<file path="config.mk">
export PLATFORM = sky130hd
export DESIGN_NAME = flash_page_rd
export DESIGN_NICKNAME = d
export VERILOG_FILES = /design/src/rtl/flash_rd_pkg.sv /design/src/rtl/flash_page_tracker.sv /design/src/rtl/flash_wait_timer.sv /design/src/rtl/flash_page_rd.sv
export SDC_FILE = /design/constraint.sdc
export NUM_CORES = 1
export LEC_CHECK = 0
export BUFFER_PORTS_ARGS = -buffer_cell sky130_fd_sc_hd__buf_2
export CORE_ASPECT_RATIO = 1.75
export CORE_MARGIN = 3
export CORE_UTILIZATION = 49
export DETAILED_ROUTE_END_ITERATION = 10
export PLACE_DENSITY_LB_ADDON = 0.15
export SYNTH_ARGS = -nofsm -noshare
export SYNTH_HDL_FRONTEND = slang
export SYNTH_SLANG_ARGS = --single-unit
</file>
<file path="constraint.sdc">
create_clock -name clk -period 2.1 [get_ports clk]
set_input_delay 0 -clock clk [delete_from_list [all_inputs] [get_ports clk]]
set_output_delay 0 -clock clk [all_outputs]
set_load 0.05 [all_outputs]
</file>
<file path="src/rtl/flash_rd_pkg.sv">
package flash_rd_pkg;
    typedef enum logic [1:0] {
        ST_IDLE   = 2'd0,
        ST_ACCESS = 2'd1,
        ST_OPEN   = 2'd2
    } rd_state_t;
endpackage

</file>
<file path="src/rtl/flash_page_tracker.sv">
module flash_page_tracker #(
    parameter int KEY_W = 19
) (
    input  logic             clk,
    input  logic             rst_n,
    input  logic             load,
    input  logic             clear,
    input  logic [KEY_W-1:0] key,
    input  logic             byte_mode,
    output logic             hit
);
    logic             open_q;
    logic [KEY_W-1:0] key_q;
    logic             mode_q;

    always_ff @(posedge clk or negedge rst_n) begin
        if (!rst_n) begin
            open_q <= 1'b0;
            key_q  <= '0;
            mode_q <= 1'b0;
        end else if (load) begin
            open_q <= 1'b1;
            key_q  <= key;
            mode_q <= byte_mode;
        end else if (clear) begin
            open_q <= 1'b0;
        end
    end

    assign hit = open_q && (key_q == key) && (mode_q == byte_mode);

    // a dropped page cannot produce a hit on the next cycle
    p_clear_drops_page_r6: assert property (@(posedge clk) disable iff (!rst_n)
        (clear && !load) |=> !hit);
endmodule

</file>
<file path="src/rtl/flash_wait_timer.sv">
module flash_wait_timer #(
    parameter int WAIT_W = 6
) (
    input  logic              clk,
    input  logic              rst_n,
    input  logic              load,
    input  logic [WAIT_W-1:0] load_val,
    output logic              expire
);
    logic [WAIT_W-1:0] cnt_q;
    logic [WAIT_W-1:0] start_val;

    assign start_val = (load_val == '0) ? WAIT_W'(1) : load_val;

    always_ff @(posedge clk or negedge rst_n) begin
        if (!rst_n)
            cnt_q <= '0;
        else if (load)
            cnt_q <= start_val;
        else if (cnt_q != '0)
            cnt_q <= cnt_q - 1'b1;
    end

    assign expire = (cnt_q == WAIT_W'(1));

    // a loaded count is never zero, so the timer always expires
    p_load_nonzero_r10: assert property (@(posedge clk) disable iff (!rst_n)
        load |=> (cnt_q != '0));
endmodule

</file>
<file path="src/rtl/flash_page_rd.sv">
module flash_page_rd
    import flash_rd_pkg::*;
#(
    parameter int ADDR_W   = 22,
    parameter int DATA_W   = 16,
    parameter int WAIT_W   = 6,
    parameter int PAGE_LSB = 3
) (
    input  logic              clk,
    input  logic              rst_n,
    input  logic              req_valid,
    output logic              req_ready,
    input  logic [ADDR_W-1:0] req_addr,
    input  logic              req_byte_mode,
    input  logic [WAIT_W-1:0] cfg_rand_wait,
    input  logic [WAIT_W-1:0] cfg_page_wait,
    output logic              rsp_valid,
    output logic [DATA_W-1:0] rsp_data,
    output logic              fl_ce_n,
    output logic              fl_oe_n,
    output logic              fl_byte_n,
    output logic [ADDR_W-2:0] fl_addr,
    output logic              fl_alsb,
    input  logic [DATA_W-1:0] fl_dq
);
    localparam int KEY_W = ADDR_W - PAGE_LSB;

    rd_state_t         st_q, st_d;
    logic              accept;
    logic              page_hit;
    logic              page_clear;
    logic              expire;
    logic [WAIT_W-1:0] wait_sel;
    logic [ADDR_W-1:0] addr_q;
    logic              mode_q;
    logic              rsp_valid_q;
    logic [DATA_W-1:0] rsp_data_q;

    assign accept     = req_valid && req_ready;
    assign page_clear = (st_q == ST_OPEN) && !req_valid;
    assign wait_sel   = page_hit ? cfg_page_wait : cfg_rand_wait;

    flash_page_tracker #(.KEY_W(KEY_W)) u_tracker (
        .clk       (clk),
        .rst_n     (rst_n),
        .load      (accept),
        .clear     (page_clear),
        .key       (req_addr[ADDR_W-1:PAGE_LSB]),
        .byte_mode (req_byte_mode),
        .hit       (page_hit)
    );

    flash_wait_timer #(.WAIT_W(WAIT_W)) u_timer (
        .clk      (clk),
        .rst_n    (rst_n),
        .load     (accept),
        .load_val (wait_sel),
        .expire   (expire)
    );

    // state register
    always_ff @(posedge clk or negedge rst_n) begin
        if (!rst_n)
            st_q <= ST_IDLE;
        else
            st_q <= st_d;
    end

    // next state and pin outputs
    always_comb begin
        st_d      = st_q;
        fl_ce_n   = 1'b0;
        fl_oe_n   = 1'b1;
        req_ready = 1'b1;
        unique case (st_q)
            ST_IDLE: begin
                fl_ce_n = 1'b1;
                if (req_valid) st_d = ST_ACCESS;
            end
            ST_ACCESS: begin
                fl_oe_n   = 1'b0;
                req_ready = 1'b0;
                if (expire) st_d = ST_OPEN;
            end
            ST_OPEN: begin
                st_d = req_valid ? ST_ACCESS : ST_IDLE;
            end
            default: st_d = ST_IDLE;
        endcase
    end

    // request capture and response register
    always_ff @(posedge clk or negedge rst_n) begin
        if (!rst_n) begin
            addr_q      <= '0;
            mode_q      <= 1'b0;
            rsp_valid_q <= 1'b0;
            rsp_data_q  <= '0;
        end else begin
            if (accept) begin
                addr_q <= req_addr;
                mode_q <= req_byte_mode;
            end
            rsp_valid_q <= (st_q == ST_ACCESS) && expire;
            if ((st_q == ST_ACCESS) && expire)
                rsp_data_q <= mode_q ? {{(DATA_W-8){1'b0}}, fl_dq[7:0]} : fl_dq;
        end
    end

    assign fl_addr   = addr_q[ADDR_W-1:1];
    assign fl_alsb   = mode_q ? addr_q[0] : 1'b0;
    assign fl_byte_n = !mode_q;
    assign rsp_valid = rsp_valid_q;
    assign rsp_data  = rsp_data_q;

    // data output is only enabled on a selected device
    p_oe_needs_ce_r7: assert property (@(posedge clk) disable iff (!rst_n)
        !fl_oe_n |-> !fl_ce_n);
    // response strobe lasts a single cycle
    p_single_strobe_r8: assert property (@(posedge clk) disable iff (!rst_n)
        rsp_valid |=> !rsp_valid);
    // no request is taken while the bus is being read
    p_no_accept_busy_r11: assert property (@(posedge clk) disable iff (!rst_n)
        req_ready |-> fl_oe_n);
    // a response with nothing pending releases chip enable
    p_ce_release_r6: assert property (@(posedge clk) disable iff (!rst_n)
        (rsp_valid && !req_valid) |=> fl_ce_n);
endmodule

</file>
==> results of run 1 <==
-- kinds of logic after synthesis --
group,Yosys count
flip-flops,49
AO/OA/AOI/OAI,26
buffers and inverters,37
AND/OR/NAND/NOR,152
multiplexers,2
XOR/XNOR,21
adder cells (fa/ha/maj),2
-- routing by layer --
| metal | vias to the layer above | share of wire | global-route usage |
|---|---|---|---|
| li1 | 1154 | - | - |
| met1 | 1050 | 0.37 | 0.251 |
| met2 | 85 | 0.55 | 0.415 |
| met3 | 15 | 0.056 | 0.0385 |
| met4 | 0 | 0.026 | 0.0973 |
| met5 | - | 0 | 0 |
-- path summary, 6_finish.rpt --
check / from / end / slack [ns] / cells past startpoint
max in group asynchronous: rst_n / addr_q[11] / 1.45 / 3
setup / recovery: req_addr[4] / u_timer.cnt_q[3] / 0.20 / 7
min in group asynchronous: rst_n / u_timer.cnt_q[4] / 0.23 / 3
hold / removal: cfg_rand_wait[1] / u_timer.cnt_q[1] / 0.006 / 3
hold reg to reg: rsp_data[5] / rsp_data[5] / 0.47 / 2
setup reg to reg: addr_q[13] / u_timer.cnt_q[3] / 0.21 / 5
-- sequential cells by signal (all words and copies together) (netlist names) --
name and count:
u_tracker.open_q 1, rsp_valid 1, st_q 2, rsp_data 16
u_timer.cnt_q 6, addr_q 22, mode_q 1
-- cells in the mapped netlist --
cell type	instances
sky130_fd_sc_hd__or3_4	1
sky130_fd_sc_hd__o21ai_0	3
sky130_fd_sc_hd__xnor2_1	2
sky130_fd_sc_hd__nor4_2	4
sky130_fd_sc_hd__nand4_1	1
sky130_fd_sc_hd__nand4_2	1
sky130_fd_sc_hd__and2_1	2
sky130_fd_sc_hd__nor3_1	4
sky130_fd_sc_hd__o21a_1	1
sky130_fd_sc_hd__a2bb2oi_1	1
sky130_fd_sc_hd__a211oi_2	2
sky130_fd_sc_hd__o21ai_1	9
sky130_fd_sc_hd__or4_1	4
sky130_fd_sc_hd__nor4_1	1
sky130_fd_sc_hd__nand4b_1	1
sky130_fd_sc_hd__nand3_1	2
sky130_fd_sc_hd__a31o_1	1
sky130_fd_sc_hd__inv_2	2
sky130_fd_sc_hd__xor2_1	19
sky130_fd_sc_hd__o32ai_1	2
sky130_fd_sc_hd__clkbuf_1	8
sky130_fd_sc_hd__buf_4	22
sky130_fd_sc_hd__nand2b_1	2
sky130_fd_sc_hd__nor3b_1	1
sky130_fd_sc_hd__mux2i_1	2
sky130_fd_sc_hd__a21oi_1	3
sky130_fd_sc_hd__dfrtp_1	49
sky130_fd_sc_hd__or2b_1	1
sky130_fd_sc_hd__ha_1	2
sky130_fd_sc_hd__inv_1	5
sky130_fd_sc_hd__o31ai_1	2
sky130_fd_sc_hd__nor2_1	12
sky130_fd_sc_hd__nand2_1	113
sky130_fd_sc_hd__a211oi_1	1
sky130_fd_sc_hd__a21o_1	1
sky130_fd_sc_hd__and3_1	1
sky130_fd_sc_hd__and4_1	1
-- stage by stage --
stage,worst slack [ns],area (um^2)
after floorplan,0.277,2530
after global placement,0.267,2930
after detailed placement,0.234,2930
after CTS,0.208,3450
after global routing,0.0779,3450
final,0.198,3450
-- cell type report --
class	count	area [um^2]
timing repair buffer	145	956
sequential	49	1230
clock inverter	1	7.51
clock buffer	6	82.6
multi-input combinational	203	1080
inverter	7	26.3
fill	406	1530
tap	54	67.6
-- critical path, delay by kind of cell --
family	cells	cell delay, ns
simple gates	3	0.99
buf+inv	2	0.70
compound gates	1	0.24
xor+xnor	1	0.16
-- power groups by stage --
stage / combinational [mW] / clock, mW / sequential, mW
after floorplan: 0.0213 / 0 / 0.962
after global placement: 0.106 / 0 / 0.961
after detailed placement: 0.108 / 0 / 0.961
after CTS: 0.169 / 0.590 / 0.943
after global routing: 0.185 / 0.620 / 0.943
final: 0.169 / 0.562 / 0.942
==> metrics list, run 1 <==
- Most area-hungry cell type in the Yosys netlist: sky130_fd_sc_hd__dfrtp_1
- Number of synthesized register bits: 49
* Total setup buffers inserted after CTS: 0
- The number of nets in the synthesized netlist is 345.
* Commonest cells after routing, fill and taps aside: sky130_fd_sc_hd__nand2_1, sky130_fd_sc_hd__buf_2, sky130_fd_sc_hd__dfrtp_1
- Initial DRC count: 105
* Maximum operating frequency: 0.526 GHz
* Hold buffers post-CTS: 43
- Combinational fraction of design power: 0.101
- The die covers 0.00609 mm^2.
- Compound-gate portion of the synthesized area: 0.0683
- The number of antenna violations at the first check in global routing came to 0.
- Cts bufs inserted: 5
* Mean post-synth cell area: 8.75 um^2
- Wire length of the first global-routing pass: 10400 um
- Setup TNS Final: 0 ns
- Final max-slew violation count: 0
- Filler-free cell count of the finished design: 465
- The HPWL after detailed placement is 4540 um.
- Summed over all cells, the static leakage comes to 1.87 nW.
- Placement row count: 34
- The synthesized netlist contains 37 unique library cells.
- Of the synthesized area, sequential elements account for 0.485.
- Of the post-synthesis cell area, the dominant cell type holds 0.485.
- Worst Hold Slack: 0.00572 ns
- Post-cts resize count: 0
- DR vias/cell: 4.95
* Remaining design rule violation count: 0
- Of the total synthesized cell area, the portion taken by XOR and XNOR cells is 0.0727.
- Antenna Violating Nets Remaining: 0
- Count of final setup violators: 0
- On the final layout, the worst clock skew is 0.00734 ns.
- The number of antenna diodes in the final layout is 0.
* Leading cell type in the layout, fill and taps excluded: sky130_fd_sc_hd__nand2_1
* Power share of the clock group: 0.336
* Worst-case vdd ir drop: 0.520 mV
- Overall global routing resource usage: 0.229
* Net switching power: 369 uW
- Cell chain of the critical path: dlygate4sd3_1 > buf_2 > xor2_1 > nor4_2 > nand4_2 > or3_4 > a31o_1
- Arrival time of data at the critical path endpoint: 2.09 ns
* First-pass iteration count of the detailed router: 5
- Worst setup path class: in -> reg
* Worst setup EP type: flop
- After clock tree synthesis, the clock-pin slew on the worst setup and hold paths is 0.09 ns.
- STA classifies the critical path startpoint as a primary input.
- The net count of the finished layout is 467.
- Number of buffer cells added on primary ports: 96
- Worst Path Required: 2.29 ns
* Clock Root Buffer: sky130_fd_sc_hd__clkbuf_8
* Die Y-Extent: 101 um
- Dominant combinational cell family by area after synthesis: simple AND/OR/NAND/NOR gates
- The clock reaches the later pin of the worst-skew pair after 0.30 ns.
- CTS sink count: 49
* Adder-cell share of the synthesized area: 0.00990
* Detailed Route WL: 6490 um
* Final weighted congestion of routability-driven global placement: 0.876
- Fraction of power spent switching nets: 0.220
- Initial core utilization: 0.508
- After floorplanning, the core was sized to cover 0.00498 mm^2.
- The number of hold-slack violations in the final timing report was 0.
- Highest cell delay on the worst timing path: 0.55 ns
- Internal power comes to 1.30 mW.
- Of the available clock period, the critical path in the final layout requires 0.906.
- CP max-delay cell: sky130_fd_sc_hd__dlygate4sd3_1
- In this run the count of I/O pins placed on the die edge is 97.
* Average detailed-routed wire length per instance: 14.0 um
* Synthesized netlist cell count: 289
- Register share of total power: 0.563
* Total of warnings raised by yosys: 0
* Maximum Capacitance Violations: 0
- Clock tree from TritonCTS: built
- Once layout is complete, the utilization of the core stands at 0.693.
* PnR Total Power: 1.67 mW
- Worst Path Max Fanout: 8
- Run status: complete, no violations
- Summed over all layers, the global routing overflow is 0.
- The cell area that synthesis handed to floorplanning was 0.00253 mm^2.
- Post-placement cell count: 415
- Synthesis-to-finish area growth: 36.3%
* Worst hold path type: in -> reg
- The H-tree was split into 2 levels.
- Headroom to the max-slew limit came out at 0.624.
- Simple-gate area share of the yosys netlist: 0.269
- Final critical-path required period: 1.90 ns
* Multiplexer area fraction after synthesis: 0.00792
* X dimension of the die: 60.3 um
* Via total after detailed routing: 2304
- Pwr per Cell Area: 485 mW/mm^2
* Vias in the first global route: 2313
* Maximum number of pins on one net before global-route repair: 27
- Setup repair after global routing left no endpoint under its margin.
- For the pin with the worst max-slew slack, the measured transition is 0.562 ns.
* Synth top area cells: sky130_fd_sc_hd__dfrtp_1, sky130_fd_sc_hd__nand2_1, sky130_fd_sc_hd__xor2_1, sky130_fd_sc_hd__buf_4, sky130_fd_sc_hd__nor4_2
* Clock Path Buffers: 2
- Of the cells placed in the final design, the portion with a size suffix greater than 1 is 0.290.
Note: power is estimated with default switching activity, not from simulation.
==> inputs of run 2 (changes only) <==
--- a/config.mk
+++ b/config.mk
@@ -9,8 +9,10 @@
 export CORE_ASPECT_RATIO = 1.75
 export CORE_MARGIN = 3
 export CORE_UTILIZATION = 49
+export CTS_CLUSTER_DIAMETER = 100
 export DETAILED_ROUTE_END_ITERATION = 10
 export PLACE_DENSITY_LB_ADDON = 0.15
+export REMOVE_ABC_BUFFERS = 1
 export SYNTH_ARGS = -nofsm -noshare
 export SYNTH_HDL_FRONTEND = slang
 export SYNTH_SLANG_ARGS = --single-unit
==> metrics list, run 2 (synthesized netlist as in run 1, its figures left out) <==
* Clock Path Buffers: 2
* PnR Total Power: 1.65 mW
- CTS sink count: 49
- After clock tree synthesis, the clock-pin slew on the worst setup and hold paths is 0.09 ns.
- The pre-antenna-repair detailed-routing pass consisted of 4 iterations.
* Skew final: 0.00353 ns
* Count of final setup violators: 0
- Highest cell delay on the worst timing path: 0.43 ns
- Of all nets on the critical path, the largest fanout is 8.
- The setup path with the least slack is of type reg -> reg.
* Leak pwr: 1.87 nW
- The detailed router finished its first iteration with 58 violations.
- Register with the most flip-flops: addr_q
- The number of buffers and inverters on the critical path is 0.
- Data on the critical path arrives at its endpoint at 2.07 ns.
- Power share of the clock group: 0.327
* Minimum setup slack in the final design: 0.220 ns
- TritonCTS built the clock tree.
- Initial core utilization: 0.508
- Pwr per Cell Area: 479 mW/mm^2
- Post-layout instance area: 0.00344 mm^2
- Counting the buffers created by CTS gives 5.
- Worst Path Required: 2.29 ns
* Antenna Violating Nets Remaining: 0
- Final max-slew violation count: 0
- Internal Dissipation: 1.28 mW
- In this run the power spent charging and discharging nets is 368 uW.
- Measured against its own limit, the worst slew margin works out to 0.705.
- After detailed routing, the number of remaining DRC violations is 0.
- Number of hold violations in the final report: 0
* Leading cell type in the layout, fill and taps excluded: sky130_fd_sc_hd__nand2_1
- Worst slew pin tran: 0.443 ns
* CP max-delay cell: sky130_fd_sc_hd__or3_4
- Combinational fraction of design power: 0.101
- In the global route stage, overall resource usage came out at 0.221.
- Setup repair after global routing missed its margin: false
* Number of buffer cells added on primary ports: 96
* Register area: 0.00123 mm^2
- Vias in the first global route: 2313
* Clock Root Buffer: sky130_fd_sc_hd__clkbuf_8
* Max reg flops: 22
- After legalization and detailed placement, the total HPWL measured 4350 um.
- Maximum operating frequency: 0.532 GHz
* Register share of total power: 0.572
* Maximum Capacitance Violations: 0
- Clock latency on the worst-skew pair, taken at its later pin, is 0.29 ns.
* Final critical-path share of the clock period: 0.895
* Average detailed-routed wire length per instance: 13.4 um
* Count of nets after finishing: 467
* Number of antenna violations at the first check in global routing: 0
- Worst setup EP type: flop
- X dimension of the die: 60.3 um
* Worst-case vdd ir drop: 0.557 mV
- The tightest min-delay check is of the in -> reg type.
- Of the total power, the share spent switching nets is 0.223.
- Summed over all layers, the routed wires come to 6260 um.
* DR vias/cell: 4.94
- Family of cells with the greatest summed delay on the critical path: simple AND/OR/NAND/NOR gates
- The H-tree was split into 2 levels.
- Combined area of the multi-input logic cells: 0.00108 mm^2
- Filler cell count: 405
- Via total after detailed routing: 2300
- In this run the cell area measured after placement is 0.00292 mm^2.
- Placement row count: 34
* Commonest cells after routing, fill and taps aside: sky130_fd_sc_hd__nand2_1, sky130_fd_sc_hd__buf_2, sky130_fd_sc_hd__dfrtp_1
- IO Count: 97
- Area of the die: 0.00609 mm^2
- Antenna cell count: 0
- Routability-driven placement finished with a final weighted congestion of 0.854.
* Wire length of the first global-routing pass: 10100 um
- For the finished layout, the period the worst path requires is 1.88 ns.
- In this run the standard cell core region covers 0.00498 mm^2.
- The area growth from synthesis to layout is 36.2%.
* Die Y-Extent: 101 um
* Maximum number of pins on one net before global-route repair: 33
* Cell chain of the critical path: xor2_1 > nor4_2 > nand4_2 > or3_4 > a31o_1
* Worst slack at placement: 0.225 ns
* Post-cts resize count: 0
- The flow ran to the end, and the final reports show no timing, DRC or antenna violations.
- Total congestion overflow: 0
* Critical path startpoint category: flop
* Fraction of final layout cells sized beyond drive strength 1: 0.284
==> run 2: cell count changes in the layout (fill, tap and decap cells not counted) <==
cell / previous run / this run
sky130_fd_sc_hd__clkbuf_1: 0 / 2
sky130_fd_sc_hd__dlygate4sd3_1: 43 / 44
sky130_fd_sc_hd__buf_4: 6 / 5
sky130_fd_sc_hd__clkbuf_8: 6 / 5
==> run 2: final timing paths <==
| check | from | slack, ns | to | depth (start not counted) |
|---|---|---|---|---|
| min in group asynchronous | rst_n | 0.16 | st_q[0] | 2 |
| worst max register to register | addr_q[13] | 0.22 | u_timer.cnt_q[3] | 5 |
| worst min register to register | addr_q[1] | 0.48 | addr_q[1] | 2 |
| worst min-delay path | cfg_page_wait[1] | 0.02 | u_timer.cnt_q[1] | 3 |
| worst max-delay path | addr_q[13] | 0.22 | u_timer.cnt_q[3] | 5 |
| max in group asynchronous | rst_n | 1.20 | rsp_data[1] | 3 |
==> run 2: worst min-delay path: cells and delay by family <==
kind	cells	cell delay, ns
buffers and inverters	1	0.09
AO/OA/AOI/OAI	2	0.19
==> run 2: metal layers <==
| layer | share of wire | wire length, um | vias up | global-route usage |
|---|---|---|---|---|
| li1 | - | - | 1153 | - |
| met1 | 0.38 | 2390 | 1042 | 0.237 |
| met2 | 0.52 | 3230 | 87 | 0.387 |
| met3 | 0.068 | 425 | 18 | 0.0551 |
| met4 | 0.033 | 209 | 0 | 0.109 |
| met5 | 0 | 0 | - | 0 |
==> run 2: through the flow <==
step	std cells	util	TNS, ns	hold slack, ns
after floorplan	259	-	-4.00	-0.296
after global placement	414	0.586	0	-0.0419
after detailed placement	414	0.586	0	-0.0450
after CTS	466	0.692	0	0.0146
after global routing	466	0.692	0	0.0405
final	466	0.692	0	0.0194
==> run 2: power by group through the flow <==
stage / clock network (mW) / logic (mW) / registers (mW)
floorplan: 0 / 0.0213 / 0.962
global placement: 0 / 0.103 / 0.961
detailed placement: 0 / 0.104 / 0.961
CTS: 0.564 / 0.167 / 0.943
global route: 0.599 / 0.183 / 0.943
finish: 0.539 / 0.166 / 0.943
==> run 2: timing repair <==
item / CTS / global route
setup buffers: 0 / 0
endpoints found under the hold margin: 60 / 0
hold buffers: 44 / 0
endpoints found under the setup margin: 0 / 0
==> run 2: final cells by class <==
| class | count | share of cell area |
|---|---|---|
| Sequential cell | 49 | 0.356 |
| Tap cell | 54 | 0.0196 |
| Timing Repair Buffer | 145 | 0.278 |
| Multi-Input combinational cell | 203 | 0.314 |
| Clock buffer | 7 | 0.0222 |
| Inverter | 7 | 0.00763 |
| Clock inverter | 1 | 0.00218 |
